## src/rtl/irq_fe_pkg.sv

```systemverilog
package irq_fe_pkg;
    localparam int unsigned N_SRC  = 7;
    localparam int unsigned DATA_W = N_SRC + 1;
    localparam int unsigned TOP_B  = DATA_W - 1;

    // Flag bit positions
    localparam int unsigned B_SHIFT_DONE = 2;
    localparam int unsigned B_SHIFT_DAT  = 3;
    localparam int unsigned B_SHIFT_CLK  = 4;
    localparam int unsigned B_TIMER2     = 5;
    localparam int unsigned B_TIMER1     = 6;

    typedef logic [N_SRC-1:0]  src_vec_t;
    typedef logic [DATA_W-1:0] byte_t;

    // Sources that are allowed to drive the interrupt line
    localparam src_vec_t IRQ_MASK = src_vec_t'((1 << B_SHIFT_DONE) |
                                               (1 << B_TIMER2) |
                                               (1 << B_TIMER1));

    typedef struct packed {
        src_vec_t bits;
    } bank_state_t;
endpackage

```

## src/rtl/irq_flag_bank.sv

```systemverilog
module irq_flag_bank
    import irq_fe_pkg::*;
(
    input  logic     clk,
    input  logic     rst_n,
    input  src_vec_t set_i,
    input  src_vec_t clr_i,
    input  src_vec_t wr_clr_i,
    output src_vec_t flags_o
);
    bank_state_t state_d, state_q;

    always_comb begin
        state_d = state_q;
        // clears first, set pulses applied last so they win
        state_d.bits = (state_q.bits & ~(clr_i | wr_clr_i)) | set_i;
    end

    always_ff @(posedge clk or negedge rst_n) begin
        if (!rst_n) state_q <= '0;
        else        state_q <= state_d;
    end

    assign flags_o = state_q.bits;
endmodule

```

## src/rtl/irq_enable_bank.sv

```systemverilog
module irq_enable_bank
    import irq_fe_pkg::*;
(
    input  logic     clk,
    input  logic     rst_n,
    input  logic     wr_i,
    input  byte_t    wdata_i,
    output src_vec_t en_o
);
    bank_state_t state_d, state_q;

    always_comb begin
        state_d = state_q;
        if (wr_i) begin
            if (wdata_i[TOP_B]) state_d.bits = state_q.bits | wdata_i[N_SRC-1:0];
            else                state_d.bits = state_q.bits & ~wdata_i[N_SRC-1:0];
        end
    end

    always_ff @(posedge clk or negedge rst_n) begin
        if (!rst_n) state_q <= '0;
        else        state_q <= state_d;
    end

    assign en_o = state_q.bits;
endmodule

```

## src/rtl/irq_readout.sv

```systemverilog
module irq_readout
    import irq_fe_pkg::*;
(
    input  src_vec_t flags_i,
    input  src_vec_t en_i,
    input  logic     reg_sel_i,
    output byte_t    rdata_o,
    output logic     irq_o
);
    src_vec_t live;
    logic     irq_bits [N_SRC];

    assign live = flags_i & en_i;

    for (genvar k = 0; k < N_SRC; k++) begin : g_gate
        if (IRQ_MASK[k]) begin : g_on
            assign irq_bits[k] = live[k];
        end else begin : g_off
            assign irq_bits[k] = 1'b0;
        end
    end

    always_comb begin
        irq_o = 1'b0;
        for (int k = 0; k < N_SRC; k++) irq_o = irq_o | irq_bits[k];
    end

    always_comb begin
        if (reg_sel_i) rdata_o = {1'b1, en_i};
        else           rdata_o = {|live, flags_i};
    end
endmodule

```

## src/rtl/irq_flag_enable.sv

```systemverilog
module irq_flag_enable
    import irq_fe_pkg::*;
(
    input  logic       clk,
    input  logic       rst_n,
    input  logic [6:0] set_i,
    input  logic [6:0] clr_i,
    input  logic       reg_sel_i,
    input  logic       wr_i,
    input  logic [7:0] wdata_i,
    output logic [7:0] rdata_o,
    output logic       irq_o
);
    src_vec_t flag_vec;
    src_vec_t en_vec;
    src_vec_t wr_clr;
    logic     en_wr;

    assign wr_clr = (wr_i && !reg_sel_i) ? wdata_i[N_SRC-1:0] : '0;
    assign en_wr  = wr_i && reg_sel_i;

    irq_flag_bank u_flags (
        .clk      (clk),
        .rst_n    (rst_n),
        .set_i    (set_i),
        .clr_i    (clr_i),
        .wr_clr_i (wr_clr),
        .flags_o  (flag_vec)
    );

    irq_enable_bank u_enables (
        .clk     (clk),
        .rst_n   (rst_n),
        .wr_i    (en_wr),
        .wdata_i (wdata_i),
        .en_o    (en_vec)
    );

    irq_readout u_out (
        .flags_i   (flag_vec),
        .en_i      (en_vec),
        .reg_sel_i (reg_sel_i),
        .rdata_o   (rdata_o),
        .irq_o     (irq_o)
    );
endmodule

```

## config.mk

```make
export PLATFORM = sky130hd
export DESIGN_NAME = irq_flag_enable
export DESIGN_NICKNAME = d
export VERILOG_FILES = /design/src/rtl/irq_fe_pkg.sv /design/src/rtl/irq_flag_bank.sv /design/src/rtl/irq_enable_bank.sv /design/src/rtl/irq_readout.sv /design/src/rtl/irq_flag_enable.sv
export SDC_FILE = /design/constraint.sdc
export NUM_CORES = 1
export LEC_CHECK = 0
export BUFFER_PORTS_ARGS = -buffer_cell sky130_fd_sc_hd__buf_4
export CORE_UTILIZATION = 40
export CTS_CLUSTER_SIZE = 30
export DETAILED_ROUTE_END_ITERATION = 7
export PLACE_DENSITY = 0.7
export SETUP_SLACK_MARGIN = 0.4
export SYNTH_ARGS = -nofsm -noshare
export SYNTH_HDL_FRONTEND = slang
export SYNTH_HIERARCHICAL = 1
export SYNTH_SLANG_ARGS = --single-unit
export TNS_END_PERCENT = 50
```

## constraint.sdc

```tcl
create_clock -name clk -period 1.4 [get_ports clk]
set_clock_uncertainty 0.05 [all_clocks]
set_input_delay 0.35 -clock clk [delete_from_list [all_inputs] [get_ports clk]]
set_output_delay 0.35 -clock clk [all_outputs]
set_load 0.1 [all_outputs]
```

# After elaboration in Yosys (flattened, before gate mapping)
# Index checks and enable logic that the tools add are counted.
[word_totals]
ff_bits = 14
word_cells = 19
[classes]
mux = 3
bitwise = 10
n_reduce_logical = 4
[op_table]
columns = ["op", "count"]
rows = [
  ["$and A7 B7 Y7", 3],
  ["$or A7 B7 Y7", 3],
  ["$mux W7", 2],
  ["$not A7 Y7", 2],
  ["$mux W8", 1],
  ["$reduce_or A7 Y1", 1],
  ["$logic_and A1 B1 Y1", 2],
  ["$or A1 B1 Y1", 2],
  ["$logic_not A1 Y1", 1],
]

# Depth between registers and ports, before layout
# Gate-level depths: netlist of run 1.
[logic_depth]
ltp_word = 7
mapped_depth = 3

# Hierarchy
# Netlist of run 1, hierarchy kept.
[modules_own_cells]
columns = ["mod", "area_per_inst_um2", "instances", "seq_area_each_um2", "cells_per_inst"]
rows = [
  ["irq_enable_bank", 280.3, 1, 175.2, 21],
  ["irq_flag_bank", 254.0, 1, 175.2, 21],
  ["irq_readout", 117.6, 1, 0.0, 13],
  ["irq_flag_enable", 68.8, 1, 0.0, 8],
]

# Worst setup path after synthesis of run 1
# Ideal clock, no wire load.
[synth_timing]
kind = "register to output"
startpoint = "reg with a tool-made name"
endpoint = "out rdata_o[7]"
arrival_time_ns = 1.538
path_slack_ns = -0.538
t_required_ns = 1.000
path_stages_with_launch = 3
path_cell_list = "dfrtp_1 a222oi_1 nand3_1"
[synth_rtl]
columns = ["item", "line", "source"]
rows = [
  ["to (decl)", "irq_flag_enable.sv:11", "output logic [7:0] rdata_o,"],
]

# Final worst setup path of run 1
[layout_timing]
startpoint = "reg u_flags.state_q (netlist bit u_flags/flags_o[6])"
endpoint = "out rdata_o[7]"
[layout_via]
elab_chain_cells = 3
[layout_rtl]
columns = ["item", "line", "source"]
rows = [
  ["from (decl)", "irq_flag_bank.sv:11", "bank_state_t state_d, state_q;"],
  ["from (signal assigned)", "irq_flag_bank.sv:21", "else state_q <= state_d;"],
  ["$and A7 B7 Y7", "irq_readout.sv:13", "assign live = flags_i & en_i;"],
  ["$reduce_or A7 Y1", "irq_readout.sv:30", "else rdata_o = {|live, flags_i};"],
  ["$mux W8", "irq_readout.sv:29", "if (reg_sel_i) rdata_o = {1'b1, en_i};"],
]
# No other way between the ends.

==> results of run 1 <==
==> cell usage after synthesis <==
cell,instances
dfrtp_1,14
a21o_1,7
and3b_1,7
mux2_1,7
mux2_2,7
nand2_1,7
nor2_1,7
a222oi_1,2
a21oi_1,1
and2_2,1
buf_2,1
inv_1,1
nand3_1,1
==> metrics by stage <==
stage / instances / hold slack (ns) / setup slack (ns) / TNS (ns) / instance area (sq um)
floorplan: 63 / 0.004409 / -0.3103 / -0.6155 / 770.7
global placement: 134 / 0.1606 / -0.1711 / -1.094 / 1141
detailed placement: 134 / 0.1614 / -0.1961 / -1.238 / 1141
CTS: 141 / 0.1831 / -0.4711 / -2.693 / 1336
global route: 143 / 0.1861 / -0.5551 / -3.024 / 1359
finish: 143 / 0.1794 / -0.4827 / -2.711 / 1359
==> layout make-up <==
type	count	area [sq um]	share of cell area
timing repair buffer	54	550.5	0.4052
tap	24	30.03	0.02210
inverter	1	3.754	0.002762
multi-input combinational	47	401.6	0.2956
sequential	14	350.3	0.2578
clock buffer	3	22.52	0.01657
==> path summary, 6_finish.rpt <==
kind                                                      to  cells past startpoint
worst max-delay path                              rdata_o[7]                      4
worst min-delay path            u_flags/flags_o[6]$_DFF_PN0_                      2
max in group asynchronous                          async pin                      2
min in group asynchronous       u_flags/flags_o[1]$_DFF_PN0_                      2
worst max register to register  u_flags/flags_o[2]$_DFF_PN0_                      4
worst min register to register                          flop                      1
==> what timing repair did <==
| action | CTS | global route |
|---|---|---|
| buffers inserted | 3 | 2 |
| endpoints found under the hold margin | 14 | 0 |
| hold buffers | 1 | 0 |
| setup endpoints to repair | 16 | 16 |
| resized for setup | 35 | 2 |
| pin swaps | 1 | 1 |
==> power by group through the flow <==
stage	sequential, mW	clock [mW]	combinational [mW]
floorplan	0.494	0	0.461
global placement	0.497	0	0.672
detailed placement	0.499	0	0.679
CTS	0.493	0.235	0.830
global route	0.501	0.248	0.877
finish	0.495	0.232	0.846
==> critical path: cells and delay by family (launching register included) <==
kind,cells,cell delay [ns]
compound gates,1,0.34
buf+inv,2,0.38
flops,1,0.40
simple gates,1,0.08
==> per-layer routing <==
metal	up-vias	track usage	wire length, um
met5	-	0	0
met4	0	0.08485	37
met3	4	0.07347	79
li1	342	-	-
met1	347	0.2584	838
met2	23	0.4382	1152
==> cell usage in the layout (no fill, tap or decap), drive strengths merged <==
cell type    instances
buf                 53
dfrtp               14
mux2                14
and3b                7
nand2                7
nor2                 7
a21o                 7
clkbuf               3
a222oi               2
and2                 1
dlygate4sd3          1
inv                  1
a21oi                1
nand3                1
==> cells by family (layout without fill, tap and decap cells) <==
group	count (synthesis)	after routing	share of synthesized area
and+or+nand+nor	23	23	0.1754
muxes	14	14	0.2188
DFF	14	14	0.4861
AOI/OAI and AO/OA	10	10	0.1076
buffers and inverters	2	58	0.01214
==> impl_metrics.toml, run 1 <==
[outcome]
status = "finished, violations left"
violations = "negative setup slack"

[power_and_ir_drop]
ir_drop_mv = 0.8331
clkPwrFrac = 0.147
combPwrFrac = 0.538
p_leak_nw = 0.7018
p_per_area_nw_per_um2 = 1157
p_int_mw = 0.9462
switching_share = 0.3982
switchingPower_mw = 0.6261
total_power_mw = 1.572
seqPwrFrac = 0.315

[global_routing]
grt_max_degree = 17
grt_pass1_wl_um = 3394
grt-ovfl-total = 0
antenna_found_initial = 0
grt_use_total = 0.2398
grt_pass1_vias = 789

[setup_path]
cp-start-kind = "flop"
r2r_start = "u_flags/flags_o[2]$_DFF_PN0_"
worstPathArrival_ns = 1.48
crit_type = "flop to primary output"
cp_slowest_stage_delay_ns = 0.40
critical_path_required_ns = 1.00
cpMaxStageDelayCell = "dfrtp_1"
crit_fanout = 2
startpoint = "u_flags/flags_o[6]$_DFF_PN0_"
worst_setup_path_end_kind = "primary output"
rrSetupSlack_ns = 0.33
crit_chain = "a222oi_1 > buf_4 > nand3_4 > buf_12"

[floorplan]
initial_core_util = 0.4521
die_area_sq_um = 1975
core_area_sq_um = 1594
ios = 35
rows = 14
die_w_um = 44.45
fp.dieH_um = 44.45

[clocking]
cts_tree = "built"
htreeDepth = 1
cts_sinks = 14
insertion_delay_ns = 0.27
clk_pin_slew_ns = 0.09
clk_path_buf_depth = 2
cts_inserted_buffers = 3
root_buffer = "clkbuf_4"

[routing]
antenna_left = 0
drc = 0
via_per_inst = 5.007
wl_um = 2108
dr.pass1.iters = 4
routedWlPerCell_um = 14.74
drtIter0Drc = 13
vias = 716

[timing]
slew_viol_final = 0
worst_slack_ns = -0.4827
finalCriticalPeriod_ns = 1.883
relSlewSlack = 0.8077
max_freq_ghz = 0.5311
rsz0062_at_grt = "yes"
tightest_slew_ns = 0.2884
fin_crit_sh = 1.345
setup_viol = 9
hold_viol_final = 0

[flow_run]
drv_cap = 0

[synthesis]
ys_seq_area_frac = 0.4861
netlist.area_leader.share = 0.4861
yosysTopAreaCell = "dfrtp_1"
yosys.cell_types.count = 13
synth_area_per_cell_sq_um = 11.44
synth_seq_cells = 14
syn-num-nets = 89
yosysWarnings = 6
synth_cells = 63
netlist_top_cells_area = "dfrtp_1, mux2_1, mux2_2, and3b_1, a21o_1"
syn_area_sq_um = 720.7

[place]
dpl.hpwl_um = 1443
port_buffers = 34
place_congestion = 0.7732

[finish]
syn2layout_area_growth_pct = 88.54
nNetsFinal = 147
drive_above_1_share = 0.5546
antenna_cells = 0
fillerInstances = 92
fin_util = 0.8524

[min_path]
hp-start = "set_i[6]"
hp-class = "input pin to flop"
(Power assumes the default switching activity.)
==> inputs of run 2 (changes only) <==
PLACE_DENSITY = 0.69   (was 0.7)
SYNTH_HIERARCHICAL = unset   (was 1)
==> run 2 against run 1 <==
  * The run still ends with negative setup slack left
  * Routed wire length is 3.3% lower
  * Sequential share of layout area shrank 0.33 points
  * Count of clock-buffer cells in the layout unchanged
==> impl_metrics.toml, run 2 <==
[setup_path]
crit_fanout = 2
worst_setup_path_end_kind = "primary output"
cp-start-kind = "flop"
critical_path_required_ns = 1.00
crit_type = "flop to primary output"
worstPathArrival_ns = 1.51

[synthesis]
netlist.area_leader.share = 0.4568
synth_area_per_cell_sq_um = 11.98
synth_seq_cells = 14
ys.flop_type = "dfrtp_1"
synth_cells = 64
async_flop_share = 1.000
yosysWarnings = 0
yosys.cell_types.count = 14
ys_seq_area_frac = 0.4568
syn_area_sq_um = 767.0
netlist_top_cells_area = "dfrtp_1, mux2_2, a31o_2, nand3b_1, mux2_4"
yosysMostFrequentCell = "dfrtp_1"
syn-num-nets = 90
synth_edf_count = 0
synth_common_cells = "dfrtp_1, mux2_2, inv_1"
yosysTopAreaCell = "dfrtp_1"

[timing]
finalCriticalPeriod_ns = 1.907
max_freq_ghz = 0.5243
tightest_slew_ns = 0.3120
fin_crit_sh = 1.362
worst_slack_ns = -0.5074
relSlewSlack = 0.7920
slew_viol_final = 0
rsz0062_at_grt = "yes"
finalSetupTns_ns = -2.761
setup_viol = 9
hold_viol_final = 0

[floorplan]
initial_core_util = 0.4348
ios = 35
rows = 15
die_w_um = 45.79
fp.dieH_um = 45.79
core_area_sq_um = 1764
die_area_sq_um = 2097

[finish]
final_cell_mix = "buf_4, dfrtp_1, mux2_4"
layout_commonest_cell = "buf_4"
antenna_cells = 0
nNetsFinal = 144
drive_above_1_share = 0.6724
stdcell_area_sq_um = 1376
fin_util = 0.7801
syn2layout_area_growth_pct = 79.45

[place]
port_buffers = 34
place_congestion = 0.7087
place_area_sq_um = 1177
dpl.hpwl_um = 1353

[clocking]
insertion_delay_ns = 0.28
cts_inserted_buffers = 3
root_buffer = "clkbuf_4"
clk_pin_slew_ns = 0.08
cts_sinks = 14
clk_path_buf_depth = 2
htreeDepth = 1
cts_tree = "built"

[routing]
via_per_inst = 5.078
wl_um = 2039
antenna_left = 0
drc = 0
routedWlPerCell_um = 14.46
drtIter0Drc = 10
dr.pass1.iters = 4
vias = 716

[global_routing]
grt_use_total = 0.2007
grt_max_degree = 17
grt_pass1_wl_um = 2849
antenna_found_initial = 0
grt_pass1_vias = 634
grt-ovfl-total = 0

[outcome]
violations = "negative setup slack"
status = "finished, violations left"

[power_and_ir_drop]
ir_drop_mv = 0.7418
p_per_area_nw_per_um2 = 1153
p_leak_nw = 0.6673

[min_path]
hp-class = "input pin to flop"

[flow_run]
drv_cap = 0
==> run 2: cell count changes in the layout (fill, tap and decap cells not counted), sizes merged, moves of 7 or more <==
| cell | previous run | this run |
|---|---|---|
| a31o | 0 | 7 |
| nand2 | 7 | 0 |
| and3b | 7 | 0 |
| nand3 | 1 | 8 |
| nand3b | 0 | 7 |
| inv | 1 | 8 |
| nor2 | 7 | 0 |
| a21o | 7 | 0 |
==> run 2: area by class of cell <==
| cell class | count | area (sq um) |
|---|---|---|
| clock buffer | 3 | 22.52 |
| fill | 128 | 387.9 |
| inverter | 8 | 30.03 |
| multi-input combinational | 39 | 410.4 |
| sequential | 14 | 350.3 |
| tap | 25 | 31.28 |
| timing repair buffer | 52 | 531.8 |
==> run 2: critical path, cell delays in order, from the launching register on <==
cell      delay, ns
dfrtp_1        0.40
a222oi_1       0.37
buf_4          0.19
nand3_4        0.08
buf_12         0.18
==> run 2: layer usage <==
layer,wire length [um],vias up,track usage,share of wire
li1,-,340,-,-
met1,873,348,0.2649,0.43
met2,1064,23,0.3286,0.52
met3,67,5,0.02381,0.033
met4,34,0,0.08824,0.017
met5,0,-,0,0
==> run 2: power breakdown <==
| group | switching [mW] | internal, mW | leakage, nW | total [mW] |
|---|---|---|---|---|
| Combinational | 0.460 | 0.401 | 0.494 | 0.861 |
| Clock | 0.132 | 0.0999 | 0.0138 | 0.231 |
| Sequential | 0.0376 | 0.457 | 0.159 | 0.495 |
==> run 2: timing repair <==
item,in CTS,in global routing
hold endpoints to repair,14,0
setup buffers,0,2
endpoints found under the setup margin,9,14
hold buffers,1,0
gates resized for setup,30,6
pin swaps,1,0
==> run 2: logic make-up after synthesis <==
family          share of synthesized area
simple gates                       0.1403
mux                                0.2202
flops                              0.4568
buf+inv                           0.07014
compound gates                     0.1126
==> run 2: stage by stage <==
step                hold WS [ns]  power [mW]  std cells  setup slack [ns]
global route              0.1940       1.643        141           -0.5781
floorplan               0.004409      0.9833         64           -0.3089
detailed placement        0.1651       1.202        135           -0.2197
finish                    0.2016       1.587        141           -0.5074
CTS                       0.1946       1.562        139           -0.4960
global placement          0.1614       1.193        135           -0.1829
==> run 2: final timing paths <==
check | end | slack (ns) | start | cells after the start
setup reg to reg | u_flags.flags_o[2]$_DFF_PN0_ | 0.39 | u_flags.flags_o[2]$_DFF_PN0_ | 3
hold / removal | u_flags.flags_o[2]$_DFF_PN0_ | 0.20 | set_i[2] | 2
setup / recovery | rdata_o[7] | -0.51 | u_flags.flags_o[6]$_DFF_PN0_ | 4
hold reg to reg | flop | 0.50 | flop | 1
max in group asynchronous | u_flags.flags_o[0]$_DFF_PN0_ | 0.73 | rst_n | 2
min in group asynchronous | u_flags.flags_o[5]$_DFF_PN0_ | 0.40 | rst_n | 2
==> inputs of run 3 (changes only) <==
ABC_AREA = 1   (was unset)
CORE_UTILIZATION = 45   (was 40)
PLACE_DENSITY = 0.76   (was 0.69)
==> run 3 against run 2 <==
  * The flow finishes with violations (design-rule violations, negative setup slack)
  * Critical endpoint unchanged
  * Power fell by 5.0%
  * Sequential cell count did not move
  * Clock power fell by 2%
  * Sequential share of layout area fell by 0.41 points
  * Fmax rose by 19%
  * Design area rose by 1.6%
  * Non-clock buffer count fell by 4
  * Highest routed layer unchanged
==> impl_metrics.toml, run 3 <==
[setup_path]
crit_type = "flop to primary output"
critical_path_buf_inv_count = 1
crit_fanout = 2
crit_chain = "nand2_2 > nand2_2 > nor2_2 > nand2_2 > buf_12"
worstPathArrival_ns = 1.20
critical_path_required_ns = 1.00
cpMaxStageDelayCell = "dfrtp_1"
cp_slowest_stage_delay_ns = 0.42
cp_top_family = "flip-flops"
worst_setup_path_end_kind = "primary output"
crit_path_frequent_cell = "nand2_2"
cp-start-kind = "flop"

[clocking]
root_buffer = "clkbuf_4"
clk_path_buf_depth = 2
htreeDepth = 1
insertion_delay_ns = 0.27
cts_sinks = 14
cts_inserted_buffers = 3
cts_tree = "built"
clk_pin_slew_ns = 0.09

[finish]
fillerInstances = 64
antenna_cells = 0
syn2layout_area_growth_pct = 79.74
multi_input_area_sq_um = 462.9
drive_above_1_share = 0.5031
stdcell_area_sq_um = 1399
nNetsFinal = 187
final_cell_mix = "buf_4, nand2_1, dfrtp_1"
fin_util = 0.8973
seqCellArea_sq_um = 350.3
layout_commonest_cell = "buf_4"

[timing]
relSlewSlack = 0.8363
tightest_slew_ns = 0.2453
hold_viol_final = 0
finalCriticalPeriod_ns = 1.604
fin_crit_sh = 1.145
slew_viol_final = 0
max_freq_ghz = 0.6236
worst_slack_ns = -0.2036
setup_viol = 9
rsz0062_at_grt = "yes"

[synthesis]
yosys.cell_types.count = 11
ys.flop_type = "dfrtp_1"
synth_edf_count = 0
synth_area_per_cell_sq_um = 7.011
syn_area_sq_um = 778.2
yosysTopAreaCell = "dfrtp_1"
synth_common_cells = "nand2_1, inv_1, dfrtp_1"
netlist_top_cells_area = "dfrtp_1, nand2_1, nand3_1, inv_1, o21ai_0"
synth_seq_cells = 14
yosysWarnings = 0
syn-num-nets = 137
async_flop_share = 1.000
synth_cells = 111
yosysMostFrequentCell = "nand2_1"
ys_seq_area_frac = 0.4502
netlist.area_leader.share = 0.4502

[outcome]
violations = "design-rule violations, negative setup slack"
status = "finished, violations left"

[power_and_ir_drop]
p_per_area_nw_per_um2 = 1078
ir_drop_mv = 1.028
p_leak_nw = 0.7234

[global_routing]
antenna_found_initial = 0
grt-ovfl-total = 0
grt_pass1_vias = 885
grt_pass1_wl_um = 3546
grt_use_total = 0.2535
grt_max_degree = 20

[place]
dpl.hpwl_um = 1541
port_buffers = 34
place_area_sq_um = 1161
place_congestion = 0.8084
dp_slack_ns = -0.1256

[routing]
vias = 915
wl_um = 2408
antenna_left = 0
dr.pass1.iters = 6
routedWlPerCell_um = 13.76
via_per_inst = 5.229
drc = 5
drtIter0Drc = 23

[floorplan]
fp.dieH_um = 43.59
die_area_sq_um = 1900
die_w_um = 43.59
core_area_sq_um = 1559
ios = 35
rows = 14
initial_core_util = 0.4992

[flow_run]
drv_cap = 0

[min_path]
hp-class = "input pin to flop"
-- run 3: changes by cell type in the layout (fill, tap and decap cells not counted), moves of 5 or more --
| cell | before | now |
|---|---|---|
| a31o_2 | 6 | 0 |
| nand2_1 | 0 | 30 |
| nand2_2 | 0 | 9 |
| nand3_1 | 4 | 11 |
| o21ai_4 | 0 | 7 |
| buf_6 | 7 | 2 |
| nand3b_1 | 7 | 0 |
| inv_2 | 1 | 7 |
| mux2_4 | 10 | 0 |
| nor2_1 | 0 | 7 |
| o21ai_1 | 0 | 6 |
-- run 3: routing by layer --
metal | vias to the layer above | track usage | share of wire
li1 | 443 | - | -
met3 | 2 | 0.05000 | 0.067
met4 | 0 | 0.07500 | 0.0058
met5 | - | 0 | 0
met2 | 41 | 0.4597 | 0.53
met1 | 429 | 0.3000 | 0.39
-- run 3: cell type report --
type,instances,share of cell area
well taps,16,0.01431
inverters,16,0.04293
flip-flops and latches,14,0.2504
multi-input cells,78,0.3309
clock buffers,3,0.01610
repair buffers,48,0.3453
-- run 3: through the flow --
step	cells	hold slack, ns	power [mW]	setup TNS [ns]
2_1_floorplan	111	0.004409	0.9436	-0.1151
3_3_place_gp	164	0.1618	1.080	-0.8152
3_5_place_dp	164	0.1659	1.093	-0.8516
4_1_cts	169	0.2082	1.436	-0.5034
5_1_grt	175	0.1916	1.572	-1.277
6_report	175	0.2007	1.508	-0.8185
-- run 3: power by group --
group / internal, mW / leakage (nW) / switching, mW
logic: 0.316 / 0.546 / 0.471
registers: 0.451 / 0.163 / 0.0423
clock network: 0.0995 / 0.0138 / 0.128
total: 0.866 / 0.723 / 0.642
-- run 3: path summary, 6_finish.rpt --
check / startpoint / cells after the start / slack, ns / end
worst max-delay path: u_flags.flags_o[2]$_DFF_PN0_ / 5 / -0.20 / rdata_o[7]
min in group asynchronous: rst_n / 2 / 0.41 / async pin
worst min register to register: flop / 2 / 0.48 / flop
max in group asynchronous: rst_n / 2 / 0.71 / async pin
worst max register to register: u_flags.flags_o[5]$_DFF_PN0_ / 5 / 0.50 / u_flags.flags_o[5]$_DFF_PN0_
worst min-delay path: set_i[5] / 3 / 0.20 / u_flags.flags_o[5]$_DFF_PN0_
-- run 3: logic make-up (layout without fill, tap and decap cells) --
logic type	after synthesis	in the layout	synth area share
buffers and inverters	19	67	0.1077
flip-flops	14	14	0.4502
AO/OA/AOI/OAI	14	14	0.09004
AND/OR/NAND/NOR	64	64	0.3521
-- run 3: worst min-delay path, stage by stage --
cell and delay [ns]:
buf_4 0.08, inv_1 0.03, nand2_1 0.05
-- run 3: repair_timing --
action                                 CTS  global route
setup endpoints to repair                9             9
endpoints found under the hold margin   14             0
hold buffers                             1             0
resized for setup                       40             8
setup buffers                            1             6
pin swaps                               10             4
